File: src/rtl/fus_pkg.sv
package fus_pkg;
  typedef enum logic {
    TID0 = 1'b0,
    TID1 = 1'b1
  } tid_e;

  function automatic tid_e tid_flip(input tid_e t);
    return (t == TID0) ? TID1 : TID0;
  endfunction
endpackage

File: src/rtl/fus_slot.sv
module fus_slot #(
  parameter int W = 8
) (
  input  logic         clk,
  input  logic         rst_n,
  input  logic         load,
  input  logic [W-1:0] load_data,
  input  logic         clear,
  output logic         valid,
  output logic [W-1:0] data
);
  logic         v_q, v_d;
  logic [W-1:0] d_q;

  always_comb begin
    v_d = v_q;
    if (load)       v_d = 1'b1;
    else if (clear) v_d = 1'b0;
  end

  always_ff @(posedge clk or negedge rst_n) begin
    if (!rst_n) v_q <= 1'b0;
    else        v_q <= v_d;
  end

  always_ff @(posedge clk or negedge rst_n) begin
    if (!rst_n)    d_q <= '0;
    else if (load) d_q <= load_data;
  end

  assign valid = v_q;
  assign data  = d_q;
endmodule

File: src/rtl/fus_arb.sv
module fus_arb
  import fus_pkg::*;
(
  input  logic       clk,
  input  logic       rst_n,
  input  logic       issue_ok,
  input  logic [1:0] slot_v,
  input  logic [1:0] new_v,
  output logic       issue,
  output tid_e       win,
  output logic       from_slot,
  output logic [1:0] park
);
  tid_e       rr_q, rr_d;
  logic [1:0] cand;
  logic       tie;

  always_comb begin
    from_slot = |slot_v;
    cand      = from_slot ? slot_v : new_v;
    tie       = &cand;
    if (tie)          win = rr_q;
    else if (cand[1]) win = TID1;
    else              win = TID0;
    issue = issue_ok && (|cand);
    for (int t = 0; t < 2; t++) begin
      park[t] = new_v[t] && !(issue && !from_slot && (win == tid_e'(t)));
    end
    rr_d = (issue && tie) ? tid_flip(win) : rr_q;
  end

  always_ff @(posedge clk or negedge rst_n) begin
    if (!rst_n) rr_q <= TID0;
    else        rr_q <= rr_d;
  end
endmodule

File: src/rtl/fus_exec.sv
module fus_exec #(
  parameter int OP_W   = 4,
  parameter int DATA_W = 16,
  parameter int LAT    = 4
) (
  input  logic              clk,
  input  logic              rst_n,
  input  logic              issue,
  input  logic              issue_tid,
  input  logic [OP_W-1:0]   issue_op,
  input  logic [DATA_W-1:0] issue_a,
  input  logic [DATA_W-1:0] issue_b,
  input  logic [DATA_W-1:0] fu_result,
  output logic              issue_ok,
  output logic              fu_start,
  output logic              fu_tid,
  output logic [OP_W-1:0]   fu_op,
  output logic [DATA_W-1:0] fu_a,
  output logic [DATA_W-1:0] fu_b,
  output logic              res_valid,
  output logic              res_tid,
  output logic [DATA_W-1:0] res_data
);
  localparam int CNT_W = (LAT > 1) ? $clog2(LAT) : 1;
  localparam logic [CNT_W-1:0] CNT_LAST = CNT_W'(LAT - 1);

  logic             busy_q, busy_d;
  logic [CNT_W-1:0] cnt_q, cnt_d;
  logic             start_q;
  logic             tid_q;
  logic [OP_W-1:0]  op_q;
  logic [DATA_W-1:0] a_q, b_q;
  logic             rv_q, rtid_q;
  logic [DATA_W-1:0] rd_q;
  logic             done_now;

  assign done_now = busy_q && (cnt_q == CNT_LAST);
  assign issue_ok = !busy_q || done_now;

  always_comb begin
    busy_d = busy_q;
    cnt_d  = cnt_q;
    if (issue) begin
      busy_d = 1'b1;
      cnt_d  = '0;
    end else if (done_now) begin
      busy_d = 1'b0;
    end else if (busy_q) begin
      cnt_d = cnt_q + 1'b1;
    end
  end

  always_ff @(posedge clk or negedge rst_n) begin
    if (!rst_n) begin
      busy_q  <= 1'b0;
      cnt_q   <= '0;
      start_q <= 1'b0;
      rv_q    <= 1'b0;
    end else begin
      busy_q  <= busy_d;
      cnt_q   <= cnt_d;
      start_q <= issue;
      rv_q    <= done_now;
    end
  end

  always_ff @(posedge clk or negedge rst_n) begin
    if (!rst_n) begin
      tid_q <= 1'b0;
      op_q  <= '0;
      a_q   <= '0;
      b_q   <= '0;
    end else if (issue) begin
      tid_q <= issue_tid;
      op_q  <= issue_op;
      a_q   <= issue_a;
      b_q   <= issue_b;
    end
  end

  always_ff @(posedge clk or negedge rst_n) begin
    if (!rst_n) begin
      rtid_q <= 1'b0;
      rd_q   <= '0;
    end else if (done_now) begin
      rtid_q <= tid_q;
      rd_q   <= fu_result;
    end
  end

  assign fu_start  = start_q;
  assign fu_tid    = tid_q;
  assign fu_op     = op_q;
  assign fu_a      = a_q;
  assign fu_b      = b_q;
  assign res_valid = rv_q;
  assign res_tid   = rtid_q;
  assign res_data  = rd_q;
endmodule

File: src/rtl/fu_selector.sv
module fu_selector
  import fus_pkg::*;
#(
  parameter int OP_W   = 4,
  parameter int DATA_W = 16,
  parameter int LAT    = 4
) (
  input  logic              clk,
  input  logic              rst_n,
  input  logic              t0_valid,
  output logic              t0_ready,
  input  logic [OP_W-1:0]   t0_op,
  input  logic [DATA_W-1:0] t0_a,
  input  logic [DATA_W-1:0] t0_b,
  input  logic              t1_valid,
  output logic              t1_ready,
  input  logic [OP_W-1:0]   t1_op,
  input  logic [DATA_W-1:0] t1_a,
  input  logic [DATA_W-1:0] t1_b,
  output logic              fu_start,
  output logic              fu_tid,
  output logic [OP_W-1:0]   fu_op,
  output logic [DATA_W-1:0] fu_a,
  output logic [DATA_W-1:0] fu_b,
  input  logic [DATA_W-1:0] fu_result,
  output logic              res_valid,
  output logic              res_tid,
  output logic [DATA_W-1:0] res_data
);
  localparam int PK_W = OP_W + 2 * DATA_W;

  logic [PK_W-1:0] req_pk  [2];
  logic [PK_W-1:0] slot_pk [2];
  logic [1:0]      req_v, slot_v, new_v, park, clr;
  logic            issue, from_slot, issue_ok;
  tid_e            win;
  logic [PK_W-1:0] iss_pk;

  assign req_pk[0] = {t0_op, t0_a, t0_b};
  assign req_pk[1] = {t1_op, t1_a, t1_b};
  assign req_v     = {t1_valid, t0_valid};
  assign new_v     = req_v & ~slot_v;

  for (genvar t = 0; t < 2; t++) begin : g_slot
    assign clr[t] = issue && from_slot && (win == tid_e'(t));
    fus_slot #(.W(PK_W)) u_slot (
      .clk      (clk),
      .rst_n    (rst_n),
      .load     (park[t]),
      .load_data(req_pk[t]),
      .clear    (clr[t]),
      .valid    (slot_v[t]),
      .data     (slot_pk[t])
    );
  end

  assign t0_ready = !slot_v[0];
  assign t1_ready = !slot_v[1];

  fus_arb u_arb (
    .clk      (clk),
    .rst_n    (rst_n),
    .issue_ok (issue_ok),
    .slot_v   (slot_v),
    .new_v    (new_v),
    .issue    (issue),
    .win      (win),
    .from_slot(from_slot),
    .park     (park)
  );

  assign iss_pk = from_slot ? slot_pk[win] : req_pk[win];

  fus_exec #(.OP_W(OP_W), .DATA_W(DATA_W), .LAT(LAT)) u_exec (
    .clk      (clk),
    .rst_n    (rst_n),
    .issue    (issue),
    .issue_tid(win == TID1),
    .issue_op (iss_pk[PK_W-1 -: OP_W]),
    .issue_a  (iss_pk[2*DATA_W-1 -: DATA_W]),
    .issue_b  (iss_pk[DATA_W-1:0]),
    .fu_result(fu_result),
    .issue_ok (issue_ok),
    .fu_start (fu_start),
    .fu_tid   (fu_tid),
    .fu_op    (fu_op),
    .fu_a     (fu_a),
    .fu_b     (fu_b),
    .res_valid(res_valid),
    .res_tid  (res_tid),
    .res_data (res_data)
  );
endmodule

File: config.mk
export PLATFORM = sky130hd
export DESIGN_NAME = fu_selector
export DESIGN_NICKNAME = d
export VERILOG_FILES = /design/src/rtl/fus_pkg.sv /design/src/rtl/fus_slot.sv /design/src/rtl/fus_arb.sv /design/src/rtl/fus_exec.sv /design/src/rtl/fu_selector.sv
export SDC_FILE = /design/constraint.sdc
export NUM_CORES = 1
export LEC_CHECK = 0
export BUFFER_PORTS_ARGS = -buffer_cell sky130_fd_sc_hd__buf_2
export CAP_MARGIN = 5
export CORE_MARGIN = 3
export CORE_UTILIZATION = 30
export DETAILED_ROUTE_END_ITERATION = 7
export PLACE_DENSITY = 0.5
export SLEW_MARGIN = 10
export SYNTH_ARGS = -nofsm -noshare
export SYNTH_HDL_FRONTEND = slang
export SYNTH_SLANG_ARGS = --single-unit
File: constraint.sdc
create_clock -name clk -period 2.2 [get_ports clk]
set_clock_uncertainty 0.15 [all_clocks]
set_input_delay 0.55 -clock clk [delete_from_list [all_inputs] [get_ports clk]]
set_output_delay 0.55 -clock clk [all_outputs]
set_load 0.02 [all_outputs]
## Word-level counts from Yosys, hierarchy flattened

Cells that the tools add are included.

| cells by class | value |
|---|---|
| order comparisons | 1 |
| add/subtract/negate cells | 1 |
| bitwise logic cells | 4 |
| multiplexer cells | 20 |
| div/mod/pow operators | 0 |
| reduce and logical (&&, ||, !) cells | 26 |
| multiply operators | 0 |
| shift-type cells | 0 |
| equality and inequality tests | 2 |

Operators with widths:

| kind | count |
|---|---|
| 36-bit 2-to-1 mux | 7 |
| 1-bit logical AND | 11 |
| 1-bit 2-to-1 mux | 9 |
| 2-bit 2-to-1 mux | 4 |
| 2-bit nonzero test | 4 |
| 1-bit logical NOT | 6 |
| 2-bit AND reduction | 2 |
| 2-bit OR reduction | 2 |
| 2-bit by 1-bit adder with 2-bit output (second input constant) | 1 |
| 2-bit AND | 1 |
| 2-bit equality test (second input constant) | 1 |
| 2-bit >= comparator (second input constant) | 1 |
| 2-bit inequality test (second input constant) | 1 |
| 1-bit inverter with 2-bit output | 1 |
| 2-bit inverter | 1 |
| 1-bit logical OR | 1 |
| 1-bit inverter | 1 |

| storage, ports and cells | value |
|---|---|
| ROM bits | 0 |
| bits of input ports | 92 |
| memories kept | 0 |
| bits in latches | 0 |
| word-level logic and storage cells | 69 |
| register bits | 134 |
| memory bits (writable) | 0 |

## Depth between registers and ports, before layout

| logic depth | value |
|---|---|
| depth after elaboration | 10 |
| depth in mapped cells | 7 |
| depth with buffers taken out | 6 |

## By module

A second synthesis with hierarchy kept.

| unflattened totals | value |
|---|---|
| cells, all modules | 356 |
| area, all modules | 6,339.8 µm² |

By module, submodules not included:

| module | area an instance (µm²) | cells each | instances |
|---|---|---|---|
| fus_slot | 1,522.7 | 79 | 2 |
| fus_exec | 2,250.9 | 131 | 1 |
| fu_selector | 920.9 | 50 | 1 |
| fus_arb | 122.6 | 17 | 1 |

## Worst setup path before layout

No wires, ideal clock.

| timing path | value |
|---|---|
| path kind | in2reg |
| from | input port t1_valid |
| to | register g_slot[0].u_slot.d_q[10] |
| path slack | 0.082 ns |
| cell stages on the path | 7 |
| library setup time | 0.125 ns |
| data required time | 1.925 ns |
| arrival | 1.843 ns |
| buffers on the path | 4 |
| path through | clkbuf_1 > and2_1 > clkbuf_1 > o311a_1 > buf_6 > buf_6 > mux2_4 |

| between the ends | value |
|---|---|
| cells in the longest elaborated chain, start to end | 8 |
| elaborated cells on any way between the ends | 12 |
| those cells by class | mux (3); bitwise (2); reduce/logical (7) |

RTL lines:

| element | line | source |
|---|---|---|
| start: declaration | fu_selector.sv:15 | `input logic t1_valid,` |
| 2-bit AND (*) | fu_selector.sv:42 | `assign new_v = req_v & ~slot_v;` |
| 2-bit 2-to-1 mux (*) | fus_arb.sv:20 | `cand = from_slot ? slot_v : new_v;` |
| 1-bit 2-to-1 mux, or another cell as far along | fus_arb.sv:23 | `else if (cand[1]) win = TID1;` |
| 1-bit 2-to-1 mux / 1-bit logical AND (equally long branches) | fus_arb.sv:22, fus_arb.sv:25 |  |
| 1-bit inverter / 1-bit logical AND (equally long branches) | fus_arb.sv:27 | `park[t] = new_v[t] && !(issue && !from_slot && (win == tid_e'(t)));` |
| 1-bit logical AND (*) | fus_arb.sv:27 |  |
| 1-bit logical NOT (*) | fus_arb.sv:27 |  |
| 1-bit logical AND (*) | fus_arb.sv:27 |  |
| end signal: assignment | fus_slot.sv:28 | `else if (load) d_q <= load_data;` |
| end: declaration | fus_slot.sv:13 | `logic [W-1:0] d_q;` |

Mark *: on every way between the ends. The rest lies on a longest branch, timed or not.
A chain may end at the register's enable or synchronous reset.

## Worst setup path after layout

| timing path | value |
|---|---|
| from | register g_slot[0].u_slot.v_q |
| to | output port t0_ready |

| between the ends | value |
|---|---|
| cells in the longest elaborated chain, start to end | 1 |

RTL lines:

| element | line | source |
|---|---|---|
| start: declaration | fus_slot.sv:12 | `logic v_q, v_d;` |
| start signal: assignment | fus_slot.sv:23 | `else v_q <= v_d;` |
| 1-bit logical NOT | fu_selector.sv:57 | `assign t0_ready = !slot_v[0];` |
| end: declaration | fu_selector.sv:11 | `output logic t0_ready,` |

No other way between the ends.

==> reports/metrics.csv <==
metric,value,unit
routed_wirelength,16430,um
hold_class,in -> reg,
placementRows,50,
final-hold-violation-count,0,
layout_common_cells,"sky130_fd_sc_hd__buf_2 (148), sky130_fd_sc_hd__dfrtp_1 (134), sky130_fd_sc_hd__a21oi_1 (46)",
via_count,4462,
ys_types,33,
synth_edf_count,0,
postSynthCellCount,457,
filler_cell_count,1844,
cell_count_of_the_worst_hold_path,2,
cts.sinks,134,
synth-seq-cells,134,
synth_sequential_area_ratio,57.78,%
worst_r2r_endpoint,g_slot[0].u_slot.data[3],
syn-num-nets,550,
pin_count_of_the_biggest_net_entering_global_routing,46,
die_area,21050,um2
initial_core_util,30.82,%
vias_in_the_first_global_route,4902,
final.setup.tns,0,ps
tritoncts_buffers,17,
final_layout_size_suffix_gt1_share,45.48,%
reg2reg_from,u_arb.rr_q,
endpoint,t0_ready,
grt_first_pass_wirelength,26920,um
ctsRootBufferMaster,sky130_fd_sc_hd__clkbuf_16,
insertedDiodeCount,0,
clock_latency_of_the_later_clocked_register_in_the_worst_skew_pair,420,ps
syn-mean-instance-area,12.70,um2
r2r_slack,190,ps
netlist_area,5803,um2
layout.nets,711,
critical_path.endpoint_type,primary output,
setup.worst_path.start,g_slot[0].u_slot.valid,
data_arrival_critical_path,1320,ps
setup_viol,0,
startpoint_type,register,
detailedRoute.firstIterationViolations,267,
post_synth_main_area_contributors,"sky130_fd_sc_hd__dfrtp_1 (58%), sky130_fd_sc_hd__mux2_2 (8.2%), sky130_fd_sc_hd__mux2_4 (7.8%), sky130_fd_sc_hd__a21oi_1 (4.1%), sky130_fd_sc_hd__a222oi_1 (3.8%)",
maxSlewHeadroom,42.27,%
core_region_area,18830,um2
power_density,1507,nW/um2
static-leakage-power,3.484,nW
numPortBuffers,149,
gp_congestion,0.7542,
max_freq,0.4950,GHz
yosys.area.top_type,sky130_fd_sc_hd__dfrtp_1,
reg_area,3353,um2
place.detailed.hpwl,10770,um
yosys_most_used_dff,sky130_fd_sc_hd__dfrtp_1,
critical_path_peak_fanout,8,
antenna_found_initial,1,
die_width,145.1,um
drtAntennaViolNets,0,
slew_viol_final,0,
ys.warnings.count,0,
chip_height,145.1,um
final_util,40.60,%
areaGrowthSynthToFinish,31.74,%
gates_resized_cts_repair,0,
multi_input_comb_area,2292,um2
per_cell_via_count_in_the_routed_design,5.008,
clock_tree_from_tritoncts,yes,
cp.required,1500,ps
clock_transition_at_the_registers_of_the_reported_paths,60,ps
result_of_the_run,"finished, final reports clean",
global_route_total_overflow,0,
crit_type,reg -> out,
grt_setup_unrepaired,no,
power.ir.vdd_worst,0.5339,mV
tightest_slew,865.9,ps
final_min_period_over_clock_period,91.83,%
rr_worst_depth,5,
drt-pass1-iter-count,6,
drt_drc_violations_left,0,
ctsLongestPathBuffers,2,
top_level_ports,150,
finalCriticalPeriod,2020,ps
final_common_cell,sky130_fd_sc_hd__buf_2,
synth_async_sr_flop_share,100.0,%
timing.max_cap.violations,0,
wl_per_cell,18.44,um
synth_top_area_share,57.78,%
gr-usage-all-layers,16.06,%
htreeDepth,4,
[routing by layer]
layer	GRT usage [%]	up-vias	part of all wire, %
li1	-	2031	-
met1	20.54	2277	44
met2	26.15	131	49
met3	4.716	21	5.3
met4	5.413	2	1.4
met5	0	-	0.079
[cell usage after synthesis (2+ instances only)]
| library cell | n |
|---|---|
| sky130_fd_sc_hd__nand2b_1 | 2 |
| sky130_fd_sc_hd__buf_2 | 8 |
| sky130_fd_sc_hd__a222oi_1 | 22 |
| sky130_fd_sc_hd__a221oi_1 | 12 |
| sky130_fd_sc_hd__inv_1 | 2 |
| sky130_fd_sc_hd__a21oi_1 | 47 |
| sky130_fd_sc_hd__a31oi_1 | 12 |
| sky130_fd_sc_hd__o31ai_1 | 3 |
| sky130_fd_sc_hd__nor2_1 | 35 |
| sky130_fd_sc_hd__clkbuf_1 | 20 |
| sky130_fd_sc_hd__nand2_1 | 13 |
| sky130_fd_sc_hd__o221ai_1 | 2 |
| sky130_fd_sc_hd__dfrtp_1 | 134 |
| sky130_fd_sc_hd__mux2_2 | 42 |
| sky130_fd_sc_hd__or2_1 | 2 |
| sky130_fd_sc_hd__inv_2 | 2 |
| sky130_fd_sc_hd__nand3_1 | 29 |
| sky130_fd_sc_hd__and2_1 | 2 |
| sky130_fd_sc_hd__mux2_1 | 17 |
| sky130_fd_sc_hd__buf_6 | 4 |
| sky130_fd_sc_hd__nor3_1 | 4 |
| sky130_fd_sc_hd__o21ai_0 | 3 |
| sky130_fd_sc_hd__mux2_4 | 30 |
[how the worst min path moves through the flow]
stage | from | endpoint | slack [ps]
global placement | g_slot[0].u_slot.data[4] | g_slot[0].u_slot.data[4] | 320
floorplan | rst_n | g_slot[0].u_slot.data[0] | 100
detailed placement | u_exec.fu_op[3] | u_exec.fu_op[3] | 320
CTS | t0_b[1] | g_slot[0].u_slot.data[1] | 190
finish | t0_b[1] | g_slot[0].u_slot.data[1] | 210
global route | fu_result[10] | u_exec.res_data[10] | 190
[stage by stage]
stage / setup WS (ps) / cell area, um2 / power (mW) / hold slack [ps] / instances
final: 179.7 / 7645 / 11.52 / 205.3 / 891
after detailed placement: 49.34 / 7025 / 8.685 / 315.1 / 858
after global placement: 72.63 / 7025 / 8.565 / 317.3 / 858
after global routing: 40.84 / 7645 / 12.24 / 190.4 / 891
after CTS: 152.5 / 7645 / 11.68 / 188.7 / 891
after floorplan: 81.95 / 5803 / 7.119 / 104.4 / 457
[sequential cells by signal, indices dropped and copies added (netlist names), 2 cells and up]
| name | flops |
|---|---|
| g_slot.u_slot.valid | 2 |
| g_slot.u_slot.data | 72 |
| u_exec.res_data | 16 |
| u_exec.fu_op | 4 |
| u_exec.fu_a | 16 |
| u_exec.fu_b | 16 |
| u_exec.cnt_q | 2 |
[report_power, final]
| group | switching [mW] | internal [mW] | leakage [nW] |
|---|---|---|---|
| Clock | 1.09 | 1.84 | 0.288 |
| Sequential | 0.666 | 3.66 | 1.57 |
| Combinational | 2.33 | 1.94 | 1.62 |
[critical path: stages (launching register included)]
cell                      delay [ps]
sky130_fd_sc_hd__dfrtp_1         460
sky130_fd_sc_hd__inv_1           220
sky130_fd_sc_hd__buf_2           220
[logic make-up (layout without fill, tap and decap cells)]
kind of cell | after synthesis | in the layout | share of synthesized area (%)
AO/OA/AOI/OAI | 104 | 104 | 12.35
XOR/XNOR | 1 | 1 | 0.1510
flip-flops | 134 | 134 | 57.78
adder cells (fa/ha/maj) | 1 | 1 | 0.2156
multiplexers | 89 | 89 | 19.21
AND/OR/NAND/NOR | 91 | 91 | 7.202
buffers and inverters | 37 | 211 | 3.083
[cell type report]
| class | instances | share of cell area, % |
|---|---|---|
| Clock buffer | 20 | 5.974 |
| Inverter | 4 | 0.1964 |
| Tap cell | 260 | 4.255 |
| Timing Repair Buffer | 175 | 13.73 |
| Multi-Input combinational cell | 286 | 29.98 |
| Clock inverter | 12 | 1.997 |
| Sequential cell | 134 | 43.86 |
[timing repair]
item / in CTS / in global routing
buffers inserted: 0 / 0
endpoints found under the setup margin: 0 / 0
endpoints found under the hold margin: 34 / 0
hold buffers: 1 / 0
(Power assumes the default switching activity.)
